`config.mk`:
```
export PLATFORM = sky130hd
export DESIGN_NAME = risc_field_decoder
export DESIGN_NICKNAME = d
export VERILOG_FILES = /design/src/rtl/risc_dec_pkg.sv /design/src/rtl/risc_dec_fields.sv /design/src/rtl/risc_dec_ctrl.sv /design/src/rtl/risc_dec_immext.sv /design/src/rtl/risc_field_decoder.sv
export SDC_FILE = /design/constraint.sdc
export NUM_CORES = 1
export LEC_CHECK = 0
export ABC_AREA = 0
export BUFFER_PORTS_ARGS = -buffer_cell sky130_fd_sc_hd__buf_4
export CAP_MARGIN = 20
export CORE_UTILIZATION = 42
export DETAILED_ROUTE_END_ITERATION = 10
export PLACE_DENSITY_LB_ADDON = 0.25
export REMOVE_ABC_BUFFERS = 1
export SYNTH_ARGS = -nofsm -noshare
export SYNTH_HDL_FRONTEND = slang
export SYNTH_HIERARCHICAL = 1
export SYNTH_SLANG_ARGS = --single-unit
```
`constraint.sdc`:
```
create_clock -name vclk -period 3
set_input_delay 0.3 -clock vclk [all_inputs]
set_output_delay 0.3 -clock vclk [all_outputs]
set_load 0.02 [all_outputs]
```
`src/rtl/risc_dec_pkg.sv`:
```
// Package: shared encodings for the instruction field decoder.
// Assumes a 6-bit opcode and function code in the fixed three-format layout.
package risc_dec_pkg;

    localparam int OPC_W = 6;
    localparam int FN_W  = 6;

    // Opcode values of the subset
    localparam logic [OPC_W-1:0] OPC_RTYPE = 6'd0;
    localparam logic [OPC_W-1:0] OPC_BLTZ  = 6'd1;
    localparam logic [OPC_W-1:0] OPC_JMP   = 6'd2;
    localparam logic [OPC_W-1:0] OPC_BEQ   = 6'd4;
    localparam logic [OPC_W-1:0] OPC_BNE   = 6'd5;
    localparam logic [OPC_W-1:0] OPC_ADDI  = 6'd8;
    localparam logic [OPC_W-1:0] OPC_SLTI  = 6'd10;
    localparam logic [OPC_W-1:0] OPC_ANDI  = 6'd12;
    localparam logic [OPC_W-1:0] OPC_ORI   = 6'd13;
    localparam logic [OPC_W-1:0] OPC_XORI  = 6'd14;
    localparam logic [OPC_W-1:0] OPC_LUI   = 6'd15;
    localparam logic [OPC_W-1:0] OPC_LOAD  = 6'd35;
    localparam logic [OPC_W-1:0] OPC_STORE = 6'd43;

    // Function codes under opcode 0
    localparam logic [FN_W-1:0] FN_JREG = 6'd8;
    localparam logic [FN_W-1:0] FN_ADD  = 6'd32;
    localparam logic [FN_W-1:0] FN_SUB  = 6'd34;
    localparam logic [FN_W-1:0] FN_AND  = 6'd36;
    localparam logic [FN_W-1:0] FN_OR   = 6'd37;
    localparam logic [FN_W-1:0] FN_XOR  = 6'd38;
    localparam logic [FN_W-1:0] FN_NOR  = 6'd39;
    localparam logic [FN_W-1:0] FN_SLT  = 6'd42;

    typedef enum logic [2:0] {
        ALU_ADD  = 3'd0,
        ALU_SUB  = 3'd1,
        ALU_AND  = 3'd2,
        ALU_OR   = 3'd3,
        ALU_XOR  = 3'd4,
        ALU_NOR  = 3'd5,
        ALU_SLT  = 3'd6,
        ALU_PASS = 3'd7
    } alu_op_e;

    typedef enum logic [2:0] {
        XF_NONE = 3'd0,
        XF_BLTZ = 3'd1,
        XF_BEQ  = 3'd2,
        XF_BNE  = 3'd3,
        XF_JUMP = 3'd4,
        XF_JREG = 3'd5
    } xfer_e;

    typedef enum logic [1:0] {
        EXT_SIGN  = 2'd0,
        EXT_ZERO  = 2'd1,
        EXT_UPPER = 2'd2
    } ext_mode_e;

    typedef struct packed {
        logic      legal;
        logic      writes;
        logic      dst_is_rd;
        logic      mem_rd;
        logic      mem_wr;
        logic      wb_mem;
        alu_op_e   alu;
        xfer_e     xfer;
        ext_mode_e ext;
    } ctrl_t;

endpackage

```
`src/rtl/risc_dec_fields.sv`:
```
// Module: splits an instruction word into opcode, register and immediate fields.
// Assumes the fixed layout: opcode on top, then rs, rt, rd, and the immediate in the low bits.
module risc_dec_fields #(
    parameter int INSTR_W = 32,
    parameter int IDX_W   = 5,
    parameter int IMM_W   = 16
) (
    input  logic [INSTR_W-1:0]              instr,
    output logic [risc_dec_pkg::OPC_W-1:0]  opc,
    output logic [risc_dec_pkg::FN_W-1:0]   fn,
    output logic [IDX_W-1:0]                rs,
    output logic [IDX_W-1:0]                rt,
    output logic [IDX_W-1:0]                rd,
    output logic [IMM_W-1:0]                imm
);
    localparam int OPC_LSB = INSTR_W - risc_dec_pkg::OPC_W;
    localparam int RS_LSB  = OPC_LSB - IDX_W;
    localparam int RT_LSB  = RS_LSB - IDX_W;
    localparam int RD_LSB  = RT_LSB - IDX_W;

    // Slice each field out of the word
    always_comb begin
        opc = instr[INSTR_W-1:OPC_LSB];
        rs  = instr[OPC_LSB-1:RS_LSB];
        rt  = instr[RS_LSB-1:RT_LSB];
        rd  = instr[RT_LSB-1:RD_LSB];
        fn  = instr[risc_dec_pkg::FN_W-1:0];
        imm = instr[IMM_W-1:0];
    end
endmodule

```
`src/rtl/risc_dec_ctrl.sv`:
```
// Module: maps opcode and function code to a control bundle.
// Assumes nothing beyond the two codes; unknown codes leave legal low and every effect off.
module risc_dec_ctrl
    import risc_dec_pkg::*;
(
    input  logic [OPC_W-1:0] opc,
    input  logic [FN_W-1:0]  fn,
    output ctrl_t            ctrl
);
    // Register-format arm: decode the function code
    function automatic ctrl_t rtype(input logic [FN_W-1:0] f);
        ctrl_t c;
        c = '{legal: 1'b1, writes: 1'b1, dst_is_rd: 1'b1, mem_rd: 1'b0, mem_wr: 1'b0,
              wb_mem: 1'b0, alu: ALU_ADD, xfer: XF_NONE, ext: EXT_SIGN};
        case (f)
            FN_ADD:  c.alu = ALU_ADD;
            FN_SUB:  c.alu = ALU_SUB;
            FN_AND:  c.alu = ALU_AND;
            FN_OR:   c.alu = ALU_OR;
            FN_XOR:  c.alu = ALU_XOR;
            FN_NOR:  c.alu = ALU_NOR;
            FN_SLT:  c.alu = ALU_SLT;
            FN_JREG: begin
                c.writes    = 1'b0;
                c.dst_is_rd = 1'b0;
                c.xfer      = XF_JREG;
            end
            default: begin
                c.legal     = 1'b0;
                c.writes    = 1'b0;
                c.dst_is_rd = 1'b0;
            end
        endcase
        return c;
    endfunction

    // Main decode on the opcode
    always_comb begin
        ctrl = '{legal: 1'b0, writes: 1'b0, dst_is_rd: 1'b0, mem_rd: 1'b0, mem_wr: 1'b0,
                 wb_mem: 1'b0, alu: ALU_ADD, xfer: XF_NONE, ext: EXT_SIGN};
        case (opc)
            OPC_RTYPE: ctrl = rtype(fn);
            OPC_BLTZ:  begin ctrl.legal = 1'b1; ctrl.alu = ALU_SLT; ctrl.xfer = XF_BLTZ; end
            OPC_BEQ:   begin ctrl.legal = 1'b1; ctrl.alu = ALU_SUB; ctrl.xfer = XF_BEQ;  end
            OPC_BNE:   begin ctrl.legal = 1'b1; ctrl.alu = ALU_SUB; ctrl.xfer = XF_BNE;  end
            OPC_JMP:   begin ctrl.legal = 1'b1; ctrl.xfer = XF_JUMP; end
            OPC_ADDI:  begin ctrl.legal = 1'b1; ctrl.writes = 1'b1; ctrl.alu = ALU_ADD; end
            OPC_SLTI:  begin ctrl.legal = 1'b1; ctrl.writes = 1'b1; ctrl.alu = ALU_SLT; end
            OPC_ANDI:  begin ctrl.legal = 1'b1; ctrl.writes = 1'b1; ctrl.alu = ALU_AND; ctrl.ext = EXT_ZERO; end
            OPC_ORI:   begin ctrl.legal = 1'b1; ctrl.writes = 1'b1; ctrl.alu = ALU_OR;  ctrl.ext = EXT_ZERO; end
            OPC_XORI:  begin ctrl.legal = 1'b1; ctrl.writes = 1'b1; ctrl.alu = ALU_XOR; ctrl.ext = EXT_ZERO; end
            OPC_LUI:   begin ctrl.legal = 1'b1; ctrl.writes = 1'b1; ctrl.alu = ALU_PASS; ctrl.ext = EXT_UPPER; end
            OPC_LOAD:  begin ctrl.legal = 1'b1; ctrl.writes = 1'b1; ctrl.mem_rd = 1'b1; ctrl.wb_mem = 1'b1; end
            OPC_STORE: begin ctrl.legal = 1'b1; ctrl.mem_wr = 1'b1; end
            default:   ctrl.legal = 1'b0;
        endcase
    end
endmodule

```
`src/rtl/risc_dec_immext.sv`:
```
// Module: widens the immediate field by sign, zero or upper-half placement.
// Assumes XLEN is at least IMM_W; when equal, the field passes unchanged.
module risc_dec_immext
    import risc_dec_pkg::*;
#(
    parameter int XLEN  = 32,
    parameter int IMM_W = 16
) (
    input  logic [IMM_W-1:0] imm,
    input  ext_mode_e        mode,
    output logic [XLEN-1:0]  ext
);
    localparam int PAD_W = XLEN - IMM_W;

    generate
        if (PAD_W > 0) begin : g_widen
            // Pick the extension for the current instruction
            always_comb begin
                case (mode)
                    EXT_ZERO:  ext = {{PAD_W{1'b0}}, imm};
                    EXT_UPPER: ext = {imm, {PAD_W{1'b0}}};
                    default:   ext = {{PAD_W{imm[IMM_W-1]}}, imm};
                endcase
            end
        end else begin : g_same
            logic unused_mode;
            // Field already fills the word
            always_comb begin
                ext         = imm;
                unused_mode = ^mode;
            end
        end
    endgenerate
endmodule

```
`src/rtl/risc_field_decoder.sv`:
```
// Module: top of the instruction field decoder; purely combinational.
// Assumes the three-format 32-bit encoding; register index 0 is hard-wired zero.
module risc_field_decoder
    import risc_dec_pkg::*;
#(
    parameter int XLEN  = 32,
    parameter int IDX_W = 5,
    parameter int IMM_W = 16
) (
    input  logic [XLEN-1:0]  instr_i,
    output logic [IDX_W-1:0] src_a_idx_o,
    output logic [IDX_W-1:0] src_b_idx_o,
    output logic [IDX_W-1:0] dst_idx_o,
    output logic             dst_is_rd_o,
    output logic             reg_we_o,
    output logic [XLEN-1:0]  imm_ext_o,
    output logic [2:0]       alu_op_o,
    output logic             mem_rd_o,
    output logic             mem_wr_o,
    output logic             wb_from_mem_o,
    output logic [2:0]       xfer_o,
    output logic             illegal_o
);
    logic [OPC_W-1:0] opc;
    logic [FN_W-1:0]  fn;
    logic [IDX_W-1:0] rs, rt, rd;
    logic [IMM_W-1:0] imm;
    ctrl_t            ctrl;

    risc_dec_fields #(.INSTR_W(XLEN), .IDX_W(IDX_W), .IMM_W(IMM_W)) u_fields (
        .instr (instr_i), .opc(opc), .fn(fn), .rs(rs), .rt(rt), .rd(rd), .imm(imm)
    );

    risc_dec_ctrl u_ctrl (.opc(opc), .fn(fn), .ctrl(ctrl));

    risc_dec_immext #(.XLEN(XLEN), .IMM_W(IMM_W)) u_imm (
        .imm(imm), .mode(ctrl.ext), .ext(imm_ext_o)
    );

    // Drive the outputs, suppressing writes to index 0 and any effect of an illegal word
    always_comb begin
        src_a_idx_o   = rs;
        src_b_idx_o   = rt;
        dst_is_rd_o   = ctrl.dst_is_rd;
        dst_idx_o     = ctrl.dst_is_rd ? rd : rt;
        reg_we_o      = ctrl.legal & ctrl.writes & (dst_idx_o != '0);
        mem_rd_o      = ctrl.legal & ctrl.mem_rd;
        mem_wr_o      = ctrl.legal & ctrl.mem_wr;
        wb_from_mem_o = ctrl.wb_mem;
        alu_op_o      = ctrl.alu;
        xfer_o        = ctrl.legal ? ctrl.xfer : XF_NONE;
        illegal_o     = ~ctrl.legal;
    end
endmodule

```
---- Word-level counts from Yosys, hierarchy flattened ----
Cells that the tools add are included.
storage, ports and cells
  bits in registers ....................... 0
  input bits .............................. 32
cells by class
  equal/unequal tests ..................... 22
  bitwise operators ....................... 5
  muxes and demuxes ....................... 15
  reductions and logical operators ........ 9
operators with widths
  operator                                              count
  one-hot mux 32 bit (2 select lines)                   1
  equality test 6 bit (second input constant)           9
  equality test 6 x 4 -> 1 bit (second input constant)  7
  one-hot mux 3 bit (7 select lines)                    1
  one-hot mux 3 bit (6 select lines)                    1
  one-hot mux 3 bit (5 select lines)                    1
  OR reduction 7 bit                                    2
  equality test 6 x 3 -> 1 bit (second input constant)  2
  OR reduction 12 bit                                   1
  OR reduction 8 bit                                    1
  equality test 6 x 1 -> 1 bit (second input constant)  1
  equality test 6 x 2 -> 1 bit (second input constant)  1
  logical NOT 6 bit                                     1
  two-way mux 3 bit                                     2
  two-way mux 5 bit                                     1
  nonzero test 5 bit                                    1
  bitwise AND 1 bit                                     4
  two-way mux 1 bit                                     4
  one-hot mux 1 bit (2 select lines)                    2
  one-hot mux 2 bit (2 select lines)                    1
  OR reduction 2 bit                                    2
  OR reduction 3 bit                                    1
  equality test 2 x 1 -> 1 bit (second input constant)  1
  equality test 2 bit (second input constant)           1
  other kinds (2)                                       2

---- Logic depth before layout (Yosys ltp) ----
Gate-level depths: netlist of run 1.
  depth in word-level cells ............... 7
  mapped depth ............................ 10

---- Cells and area by module ----
Netlist of run 1, hierarchy kept.
modules (own cells, without submodules)
  module              area each (µm²)  cells an instance  seq. area each (µm²)  instances
  risc_dec_ctrl       371.6            62                 0.0                   1
  risc_dec_fields     322.8            43                 0.0                   1
  risc_dec_immext     321.6            43                 0.0                   1
  risc_field_decoder  115.1            13                 0.0                   1

---- Least setup slack after synthesis of run 1 ----
No wires, ideal clock.
  kind .................................... in2out
  start ................................... in instr_i[31]
  end ..................................... out reg_we_o
  data required time ...................... 2700 ps
  arrival time ............................ 2469 ps
  path buffers ............................ 1
  cell stages on the path ................. 7
  slack ................................... 231 ps
  cells stage by stage .................... buf_4 -> or2_2 -> nor2_1 -> and3_1 -> mux2_2 -> or3_1 -> o311a_1
between the ends
  cells in the longest elaborated chain, start to end .. 5
RTL lines
  what                    line                      RTL
  from (decl)             risc_field_decoder.sv:10  input logic [XLEN-1:0] instr_i,
  logical NOT 6 bit       risc_dec_ctrl.sv:41       case (opc)
  two-way mux 1 bit       risc_dec_ctrl.sv:41
  named net dst_is_rd_o   risc_field_decoder.sv:14  output logic dst_is_rd_o,
  two-way mux 5 bit       risc_field_decoder.sv:45  dst_idx_o = ctrl.dst_is_rd ? rd : rt;
  named net dst_idx_o[0]  risc_field_decoder.sv:13  output logic [IDX_W-1:0] dst_idx_o,
  nonzero test 5 bit      risc_field_decoder.sv:46  reg_we_o = ctrl.legal & ctrl.writes & (dst_idx_o != '0);
  bitwise AND 1 bit       risc_field_decoder.sv:46
  to (decl)               risc_field_decoder.sv:15  output logic reg_we_o,
The timed path passes the listed nets, and every way through them passes these cells.

---- Worst setup path in the final report of run 1 ----
  start ................................... in instr_i[2]
  end ..................................... out reg_we_o
between the ends
  cells in the longest elaborated chain, start to end .. 7
RTL lines
  what                                 line                      RTL
  equality test 6 bit                  risc_dec_ctrl.sv:15       case (f)
  OR reduction 7 bit (no source line)  n/a
  two-way mux 2 bit                    risc_dec_ctrl.sv:15
  two-way mux 1 bit                    risc_dec_ctrl.sv:41
  two-way mux 5 bit                    risc_field_decoder.sv:45
  nonzero test 5 bit                   risc_field_decoder.sv:46
  bitwise AND 1 bit (*)                risc_field_decoder.sv:46
Mark *: on every way between the ends. The rest lies on a longest branch, timed or not.

==> results of run 1 <==
[layout make-up]
class	count	area share [%]
inverters	5	1.33
multi-input cells	104	51.7
well taps	30	2.67
repair buffers	83	44.3
[metal layers]
metal,up-vias,GRT usage [%],routed length (um)
met5,-,0,0
met3,0,3.67,249
met2,58,34.0,1360
met1,516,23.3,1240
li1,568,-,-
met4,0,0,0
[cell usage in the layout (no fill, tap or decap), types with 3 or more instances in the layout]
master and n:
nor2_1 8, and2b_1 3, buf_4 83, and2_1 6, nand2b_1 5, nor2b_1 15
nand3_1 4, a21o_2 5, a21o_1 10, a31oi_1 4, nand2_1 7, mux2_2 3
inv_1 5
[report_power, final]
group / switching (mW) / internal [mW]
Combinational: 0.117 / 0.103
Clock: 0 / 0
Sequential: 0 / 0
[worst max path at each step]
stage	startpoint	to	slack, ps	depth (start not counted)
finish	instr_i[2]	reg_we_o	180	8
global route	instr_i[2]	reg_we_o	100	8
CTS	instr_i[2]	reg_we_o	190	8
detailed placement	instr_i[2]	reg_we_o	200	8
global placement	instr_i[2]	reg_we_o	240	8
floorplan	instr_i[31]	reg_we_o	370	6
[stage by stage]
stage / setup slack [ps] / power, mW / cells / cell area, um^2 / utilization, %
after floorplan: 373 / 0.103 / 109 / 747 / -
after global placement: 242 / 0.218 / 222 / 1410 / 56.3
after detailed placement: 195 / 0.220 / 222 / 1410 / 56.3
after CTS: 194 / 0.221 / 222 / 1410 / 56.3
after global routing: 99.8 / 0.235 / 222 / 1410 / 56.3
final: 184 / 0.220 / 222 / 1410 / 56.3
[kinds of logic after synthesis]
group                      count (synthesis)
adders and majority gates                  2
AOI/OAI and AO/OA                         30
buffers and inverters                     57
xor gates and xnor gates                   1
and+or+nand+nor                           65
muxes                                      6
==> impl_results.md, run 1 <==
* First-pass GRT wire length at 4.20 mm
* Cell Area, Synth at 0.00113 mm^2
* Fin crit period at 2820 ps
* Final Hold Fails at 0
* CP max-delay cell: and3_1
* Iter 0 DRT Violations at 8
* Most frequent cell after synthesis: buf_4
* Area Overhead vs Synth at 24.4%
* Synth area leader: buf_4
* Final setup fails at 0
* CTS Hold Bufs at 0
* Die width at 53.9 um
* Clkbuf count at 0
* VDD IR-drop max at 109 uV
* Worst-margin pin slew at 549 ps
* Critical path, cell by cell: buf_4 > nand2b_1 > a221oi_1 > and3_1 > mux2_4 > or3_1 > o311a_1 > buf_4
* CP Buf/Inv Count at 2
* Syn Area/Cell at 7.03 um^2
* Critical Path Max Stage Delay at 410 ps
* Sequential cell count at 0
* CP arrival at 2520 ps
* Mux contribution to synthesized area at 6.53%
* Critical path type: in2out
* Most used cell, CP: buf_4
* Max Slew Vio Count at 0
* Multi-input logic area at 728 um^2
* CP required at 2700 ps
* Die area at 0.00290 mm^2
* Tightest Hold Check Type: in2out
* Max-slew headroom at 63.2%
* Cell class contributing the biggest share of worst-path delay: simple AND/OR/NAND/NOR gates
* Routability cong. at 0.803
* Xor/xnor share of the synthesized area at 0.774%
* Setup Buffers After CTS at 0
* Post-Syn Instances at 161
* Via density at 5.14
* Yosys top cell area share at 29.2%
* DRT antenna net count at 0
* Routed WL at 2.85 mm
* Status: complete, no violations
* First-pass detailed-route iteration total at 4
* Post-Synth Adder-Cell Area at 2.21%
* Min-Delay Path Depth at 0
* Cell Rows at 18
* Global route overflow at 0
* Diode count at 0
* Main combinational cell family by area after synthesis: buffers and inverters
* Leak at 0.769 nW
* Ys Warns at 6
* Worst setup EP type: output pin
* HPWL Detailed at 2.29 mm
* Buffers on Ports at 81
* Total track usage at 18.5%
* Synth area leaders: buf_4 (29%), nor2b_1 (8.3%), a21o_1 (6.6%)
* Routed wire per std cell at 12.8 um
* Largest net degree at the start of global routing at 16
* Post-synthesis sequential area ratio at 0%
* CTS-repair resized insts at 0
* Fillers at 240
* PwrDens at 156 mW/mm^2
* Setup crit start kind: primary input
* Post-synthesis compound-gate area fraction at 19.9%
* Drt drc at 0
* Setup TNS at 0 ps
* Worst Hold End: src_a_idx_o[3]
* IO Count at 91
* Final period util at 93.9%
* Initial antenna violation count at 0
* Worst-path fanout max at 7
* RSZ-0062 raised after global routing: false
* Hold_sp: instr_i[24]
* Initial Util at 45.2%
* Synth top cells by count: buf_4 (44), nor2b_1 (15), a21o_1 (10)
* Fmax at 355 MHz
* Ratio of cells with drive above 1 in the final layout at 50.5%
* Die Y at 53.9 um
* Core ar. at 0.00250 mm^2
* Synth Area in Simple Gates at 35.0%
* Number of global-route vias before repair at 1008
* Final hold slack at 600 ps
* Number of max-cap violations at 0
* Nets at 228
* Via count at 1142
* Reg area at 0 um^2
* Synth cell types at 42
(Power assumes the default switching activity.)
==> inputs of run 2 (changes only) <==
Clock period 3 ns to 3.18 ns, I/O delays scaled along.
==> impl_results.md, run 2 (same netlist as run 1, synthesis figures left out) <==
* Fin cells at 221 (was 222)
* Most frequent cells in the layout: buf_4 (82), nor2b_1 (15), a21o_1 (10) (was buf_4 (83), nor2b_1 (15), a21o_1 (10))
* Cell class contributing the biggest share of worst-path delay: simple AND/OR/NAND/NOR gates (unchanged)
* Global route overflow at 0 (unchanged)
* Nets at 227 (was 228)
* Most common cell after layout, fill and taps aside: buf_4 (unchanged)
* CTS-repair resized insts at 0 (unchanged)
* Critical path, cell by cell: buf_4 > nand2b_1 > a221oi_1 > and3_1 > mux2_4 > or3_1 > o311a_1 > buf_4 (unchanged)
* Buffers on Ports at 81 (unchanged)
* Ratio of cells with drive above 1 in the final layout at 50.3% (was 50.5%)
* Placed insts at 221 (was 222)
* Cell Rows at 18 (unchanged)
* First-pass detailed-route iteration total at 4 (unchanged)
* Critical path type: in2out (unchanged)
* Number of global-route vias before repair at 930 (was 1008)
* Drt drc at 0 (unchanged)
* CP max-delay cell: and3_1 (unchanged)
* DRT antenna net count at 0 (unchanged)
* Final setup fails at 0 (unchanged)
* PwrDens at 148 mW/mm^2 (was 156 mW/mm^2)
* Status: complete, no violations (unchanged)
* Routed WL at 2.84 mm (was 2.85 mm)
* Clkbuf count at 0 (unchanged)
* RSZ-0062 raised after global routing: false (unchanged)
* Fillers at 243 (was 240)
* Largest net degree at the start of global routing at 16 (unchanged)
* Via density at 5.11 (was 5.14)
* Tightest Hold Check Type: in2out (unchanged)
* Setup TNS at 0 ps (unchanged)
* Initial Util at 45.2% (unchanged)
* Critical Path Max Stage Delay at 420 ps (was 410 ps)
* Most used cell, CP: buf_4 (unchanged)
* Sequential cell count at 0 (unchanged)
* Final period util at 90.3%
* Routed wire per std cell at 12.9 um (was 12.8 um)
* Reg area at 0 um^2 (unchanged)
* Setup Buffers After CTS at 0 (unchanged)
* Max Slew Vio Count at 0 (unchanged)
* Routability cong. at 0.776 (was 0.803)
* VDD IR-drop max at 104 uV (was 109 uV)
* HPWL Detailed at 2.28 mm (was 2.29 mm)
* Max-slew headroom at 61.0% (was 63.2%)
* Multi-input logic area at 728 um^2 (unchanged)
* Setup crit start kind: primary input (unchanged)
* Total track usage at 18.4% (was 18.5%)
* CP required at 2860 ps (was 2700 ps)
* Fin crit period at 2870 ps
* Diode count at 0 (unchanged)
* Die width at 53.9 um (unchanged)
* IO Count at 91 (unchanged)
* Via count at 1130 (was 1142)
* Area Overhead vs Synth at 23.8% (was 24.4%)
* Worst-path fanout max at 7 (unchanged)
* Final hold slack at 636 ps (was 600 ps)
* Number of max-cap violations at 0 (unchanged)
* Core ar. at 0.00250 mm^2 (unchanged)
* Fmax at 348 MHz
* Worst setup EP type: output pin (unchanged)
* Final Hold Fails at 0 (unchanged)
* Initial antenna violation count at 0 (unchanged)
* Iter 0 DRT Violations at 16 (was 8)
* Die Y at 53.9 um (unchanged)
* Die area at 0.00290 mm^2 (unchanged)
* CTS Hold Bufs at 0 (unchanged)
* Leak at 0.764 nW (was 0.769 nW)
* First-pass GRT wire length at 4.10 mm (was 4.20 mm)
* CP arrival at 2550 ps (was 2520 ps)
* CP Buf/Inv Count at 2 (unchanged)
* Worst-margin pin slew at 582 ps (was 549 ps)
-- run 2: cell types whose count changed in the layout (fill, tap and decap cells not counted) --
cell   previous run  this run
buf_4            83        82
-- run 2: path summary, 6_finish.rpt --
kind | cells past startpoint | start | slack (ps) | endpoint
max | 8 | instr_i[2] | 310 | reg_we_o
min | 0 | instr_i[24] | 640 | src_a_idx_o[3]
-- run 2: per-layer routing --
layer	vias to the layer above	part of all wire, %	GRT usage (%)
li1	566	-	-
met1	504	42	22.8
met2	60	49	33.7
met3	0	9.4	4.24
met4	0	0	0
met5	-	0	0
-- run 2: per-stage QoR --
stage	util [%]	area [um^2]	worst slack, ps	power (mW)
finish	56.0	1400	307	0.207
CTS	56.0	1400	319	0.208
detailed placement	56.0	1400	317	0.207
floorplan	-	747	517	0.0968
global route	56.0	1400	207	0.221
global placement	56.0	1400	396	0.205
-- run 2: where the power goes --
group	total (mW)	internal, mW	switching [mW]
Sequential	0	0	0
Clock	0	0	0
Combinational	0.207	0.0964	0.110
-- run 2: area by class of cell --
cell class / instances / area share [%]
tap: 30 / 2.68
timing repair buffer: 82 / 44.0
inverter: 5 / 1.34
multi-input combinational: 104 / 52.0
